===== src/rtl/march_pkg.sv =====
package march_pkg;
    typedef enum logic [2:0] {
        ST_IDLE,
        ST_M0_WR,
        ST_M1_RD,
        ST_M1_WR,
        ST_M2_RD,
        ST_M2_WR,
        ST_M3_RD,
        ST_DONE
    } march_state_e;
endpackage


===== src/rtl/march_addr_ctr.sv =====
module march_addr_ctr #(
    parameter int ADDR_W = 4
) (
    input  logic              clk,
    input  logic              clr,
    input  logic              step,
    input  logic              down,
    output logic [ADDR_W-1:0] addr,
    output logic              last
);
    localparam logic [ADDR_W-1:0] ADDR_TOP = {ADDR_W{1'b1}};

    logic [ADDR_W-1:0] addr_q;

    always_ff @(posedge clk) begin
        if (clr)
            addr_q <= '0;
        else if (step)
            addr_q <= down ? addr_q - 1'b1 : addr_q + 1'b1;
    end

    assign addr = addr_q;
    // terminal address depends on sweep direction
    assign last = down ? (addr_q == '0) : (addr_q == ADDR_TOP);
endmodule


===== src/rtl/march_cmp.sv =====
module march_cmp #(
    parameter int DATA_W = 8
) (
    input  logic              clk,
    input  logic              clr,
    input  logic              rd_en,
    input  logic              exp_ones,
    input  logic [DATA_W-1:0] rdata,
    output logic              fail
);
    logic              chk_q;
    logic [DATA_W-1:0] exp_q;
    logic              fail_q;

    // expected word is delayed to line up with the RAM's read latency
    always_ff @(posedge clk) begin
        if (clr) begin
            chk_q <= 1'b0;
            exp_q <= '0;
        end else begin
            chk_q <= rd_en;
            exp_q <= exp_ones ? {DATA_W{1'b1}} : '0;
        end
    end

    always_ff @(posedge clk) begin
        if (clr)
            fail_q <= 1'b0;
        else if (chk_q && (rdata != exp_q))
            fail_q <= 1'b1;
    end

    assign fail = fail_q;
endmodule


===== src/rtl/march_fsm.sv =====
module march_fsm
    import march_pkg::*;
(
    input  logic clk,
    input  logic clr,
    input  logic start,
    input  logic addr_last,
    output logic wr_en,
    output logic rd_en,
    output logic wr_ones,
    output logic exp_ones,
    output logic step,
    output logic down,
    output logic done
);
    march_state_e state_q, state_d;
    logic         done_q;

    // state register
    always_ff @(posedge clk) begin
        if (clr) begin
            state_q <= ST_IDLE;
            done_q  <= 1'b0;
        end else begin
            state_q <= state_d;
            done_q  <= (state_q == ST_DONE);
        end
    end

    // next state
    always_comb begin
        state_d = state_q;
        unique case (state_q)
            ST_IDLE:  if (start) state_d = ST_M0_WR;
            ST_M0_WR: if (addr_last) state_d = ST_M1_RD;
            ST_M1_RD: state_d = ST_M1_WR;
            ST_M1_WR: state_d = addr_last ? ST_M2_RD : ST_M1_RD;
            ST_M2_RD: state_d = ST_M2_WR;
            ST_M2_WR: state_d = addr_last ? ST_M3_RD : ST_M2_RD;
            ST_M3_RD: if (addr_last) state_d = ST_DONE;
            ST_DONE:  state_d = ST_IDLE;
            default:  state_d = ST_IDLE;
        endcase
    end

    // outputs (Moore)
    always_comb begin
        wr_en    = 1'b0;
        rd_en    = 1'b0;
        wr_ones  = 1'b0;
        exp_ones = 1'b0;
        step     = 1'b0;
        down     = 1'b0;
        unique case (state_q)
            ST_IDLE: ;
            ST_M0_WR: begin
                wr_en = 1'b1;
                step  = 1'b1;          // wraps all-ones to zero for element 1
            end
            ST_M1_RD: rd_en = 1'b1;
            ST_M1_WR: begin
                wr_en   = 1'b1;
                wr_ones = 1'b1;
                step    = !addr_last;  // element 2 starts at the top
            end
            ST_M2_RD: begin
                rd_en    = 1'b1;
                exp_ones = 1'b1;
                down     = 1'b1;
            end
            ST_M2_WR: begin
                wr_en = 1'b1;
                down  = 1'b1;
                step  = 1'b1;          // wraps zero to all-ones for element 3
            end
            ST_M3_RD: begin
                rd_en = 1'b1;
                down  = 1'b1;
                step  = !addr_last;    // park at zero
            end
            ST_DONE: ;
            default: ;
        endcase
    end

    assign done = done_q;
endmodule


===== src/rtl/march_bist_gen.sv =====
module march_bist_gen #(
    parameter int ADDR_W = 4,
    parameter int DATA_W = 8
) (
    input  logic              clk,
    input  logic              clr,
    input  logic              start,
    output logic [ADDR_W-1:0] mem_addr,
    output logic [DATA_W-1:0] mem_wdata,
    output logic              mem_we,
    output logic              mem_re,
    input  logic [DATA_W-1:0] mem_rdata,
    output logic              fail,
    output logic              done
);
    logic wr_ones, exp_ones, step, down, addr_last;

    march_fsm u_fsm (
        .clk      (clk),
        .clr      (clr),
        .start    (start),
        .addr_last(addr_last),
        .wr_en    (mem_we),
        .rd_en    (mem_re),
        .wr_ones  (wr_ones),
        .exp_ones (exp_ones),
        .step     (step),
        .down     (down),
        .done     (done)
    );

    march_addr_ctr #(.ADDR_W(ADDR_W)) u_ctr (
        .clk (clk),
        .clr (clr),
        .step(step),
        .down(down),
        .addr(mem_addr),
        .last(addr_last)
    );

    march_cmp #(.DATA_W(DATA_W)) u_cmp (
        .clk     (clk),
        .clr     (clr),
        .rd_en   (mem_re),
        .exp_ones(exp_ones),
        .rdata   (mem_rdata),
        .fail    (fail)
    );

    assign mem_wdata = wr_ones ? {DATA_W{1'b1}} : '0;
endmodule


===== config.mk =====
export PLATFORM = sky130hd
export DESIGN_NAME = march_bist_gen
export DESIGN_NICKNAME = d
export VERILOG_FILES = /design/src/rtl/march_pkg.sv /design/src/rtl/march_addr_ctr.sv /design/src/rtl/march_cmp.sv /design/src/rtl/march_fsm.sv /design/src/rtl/march_bist_gen.sv
export SDC_FILE = /design/constraint.sdc
export NUM_CORES = 1
export LEC_CHECK = 0
export ABC_AREA = 0
export ABC_CLOCK_PERIOD_IN_PS = 2760
export BUFFER_PORTS_ARGS = -buffer_cell sky130_fd_sc_hd__buf_2
export CAP_MARGIN = 20
export CELL_PAD_IN_SITES_DETAIL_PLACEMENT = 1
export CELL_PAD_IN_SITES_GLOBAL_PLACEMENT = 1
export CORE_UTILIZATION = 33
export DETAILED_ROUTE_END_ITERATION = 10
export GPL_TIMING_DRIVEN = 0
export PLACE_DENSITY_LB_ADDON = 0.1
export RECOVER_POWER = 25
export SYNTH_ARGS = -nofsm -noshare
export SYNTH_HDL_FRONTEND = slang
export SYNTH_SLANG_ARGS = --single-unit

===== constraint.sdc =====
create_clock -name clk -period 2.76 [get_ports clk]
set_input_delay 0 -clock clk [delete_from_list [all_inputs] [get_ports clk]]
set_output_delay 0 -clock clk [all_outputs]
set_load 0.02 [all_outputs]

==> impl_metrics.py <==
metrics = {
    "yosys": {
        "ys_ff_latch": 11,
        "syn_inst": 86,
        "ys.flop_type": "dfxtp_1",
        "synthesis.area_um2": 689,
        "synth_edf_count": 0,
        "ys_seq_area_share_pct": 31.9,
        "postSynthAreaPerCell_um2": 8.02,
        "yosys_warnings": 0,
        "synth_area_leaders": "dfxtp_1 32%, buf_4 8.7%, a21oi_1 5.8%",
        "synth_nets": 100,
        "synth_top_area_cell": "dfxtp_1",
        "async_flop_share_pct": 0,
        "synth_cell_types": 32,
        "synth_top_area_share_pct": 31.9,
    },
    "placed_design": {
        "gp_congestion": 0.815,
        "dp_cells": 139,
        "port_buffers": 26,
        "dp_hpwl_um": 1320,
    },
    "global_route": {
        "grt_max_degree": 11,
        "track_usage_pct": 17.1,
        "first_global_vias": 636,
        "antenna_found_initial": 0,
        "grt_overflow_total": 0,
        "grt_pass1_wl_um": 2780,
    },
    "sta": {
        "tns_ps": 0,
        "slew_headroom_pct": 68.7,
        "hold_viol_final": 0,
        "fin_crit_sh_pct": 84.5,
        "setup_viol": 0,
        "clock_skew_ps": 8.60,
        "fin_crit_ps": 2330,
        "tightest_slew_ps": 470,
        "rsz0062_at_grt": "no",
        "fmax_mhz": 429,
        "drv_slew": 0,
    },
    "clocking": {
        "postCtsSetupRepairBufs": 0,
        "clk-insertion-delay-late_ps": 270,
        "cts_hold_buf": 1,
        "cts_buffers": 3,
        "cts-htree-levels": 1,
        "cts_resized": 0,
        "clk_pin_slew_ps": 80,
        "clockBufferDepth": 2,
        "cts_tree": "built",
        "clock-root-buffer": "clkbuf_4",
        "cts.sinks": 11,
    },
    "critical_path": {
        "start_kind": "flip-flop",
        "r2r_slack_ps": 430,
        "path_class": "flip-flop to flip-flop",
        "arrival_ps": 2490,
        "cp-end-kind": "flip-flop",
        "crit_fanout": 10,
        "required_ps": 2920,
    },
    "route": {
        "postRouteAntennaNets": 0,
        "first_iter_violations": 3,
        "route.vias.total": 716,
        "wl_um": 1790,
        "wl_per_cell_um": 12.4,
        "drcViolationCount": 0,
        "firstDrtPassIters": 2,
        "vias_per_cell": 4.97,
    },
    "cells_and_area": {
        "area_growth_pct": 28.3,
        "register_area_um2": 220,
        "fillerInstances": 272,
        "mostFrequentLayoutCells": "24 x buf_2, 11 x dfxtp_1, 9 x nor2_1",
        "diodes": 0,
        "drive_gt1_share_pct": 33.3,
        "final_common_cell": "buf_2",
        "multi_input_comb_area_um2": 379,
        "instances_no_fill": 144,
        "layout.nets": 132,
    },
    "floorplan": {
        "die_area_um2": 2280,
        "die_width_um": 47.7,
        "start_util_pct": 35.1,
        "die_h_um": 47.7,
        "rows": 16,
        "num_io_pins": 27,
        "core_um2": 1960,
    },
    "pwr": {
        "p_leak_nw": 0.423,
        "power_density_nw_per_um2": 396,
        "ir_drop_mv": 0.228,
    },
    "status": {
        "status": "completed",
    },
    "run": {
        "maxCapViolations": 0,
    },
    "hold_path": {
        "hp-class": "input pin to flip-flop",
    },
}
## where the power goes
part | internal (mW) | leakage (nW) | switching (mW)
clock network | 0.0535 | 0.0177 | 0.0547
registers | 0.165 | 0.0896 | 0.0126
logic | 0.0270 | 0.316 | 0.0375
## synthesized netlist by cell type (all sizes together), types with 2 or more instances
library cell  number
buf               11
dfxtp             11
nor2               9
a21oi              8
nor3               8
nand3              4
nor4               4
inv                3
nand2              3
ha                 2
nand4              2
or3                2
## area by class of cell
cell class | instances | area share [%]
clock buffer | 3 | 2.55
tap | 27 | 3.82
clock inverter | 1 | 0.566
sequential | 11 | 24.9
timing repair buffer | 27 | 15.3
inverter | 3 | 1.27
multi-input combinational | 60 | 42.9
buffer | 12 | 8.77
## path summary, 6_finish.rpt
path / cells past startpoint / endpoint / start
max: 8 / u_ctr.addr[3] / u_fsm.state_q[2]
min: 3 / u_ctr.addr[3] / clr
max reg2reg: 8 / u_ctr.addr[3] / u_fsm.state_q[2]
min reg2reg: 2 / u_cmp.fail / u_cmp.fail
## sequential cells by signal (all words and copies together) (netlist names)
signal         count
u_cmp.exp_q        1
u_ctr.addr         4
u_cmp.fail         1
u_cmp.chk_q        1
u_fsm.state_q      3
u_fsm.done         1
## kinds of logic after synthesis
family | synth area share, %
DFF | 31.9
buffers and inverters | 13.1
AOI/OAI and AO/OA | 16.7
and+or+nand+nor | 27.4
muxes | 3.09
xor gates and xnor gates | 1.27
adders and majority gates | 6.53
## critical path, stage by stage (launching register included)
cell and delay [ps]:
dfxtp_1 340, clkbuf_1 350, a21bo_2 320, inv_1 120
ha_1 280, a21oi_1 180, a21oi_1 100, a211oi_2 210
mux2_1 330
## metrics by stage
step	utilization, %	setup slack [ps]	power [mW]	hold WS, ps	area, um^2
finish	45.1	428	0.350	66.5	885
CTS	45.4	586	0.357	63.1	891
floorplan	-	808	0.219	170	689
detailed placement	43.5	594	0.244	288	853
global route	45.1	266	0.372	90.0	885
global placement	43.5	654	0.241	270	853
## routing by layer
layer / wire [um] / global-route usage (%) / vias up
met5: 0 / 0 / -
met4: 10 / 3.33 / 0
met3: 80 / 4.53 / 2
met2: 903 / 30.0 / 16
met1: 798 / 21.0 / 333
li1: - / - / 365
(Power assumes the default switching activity.)
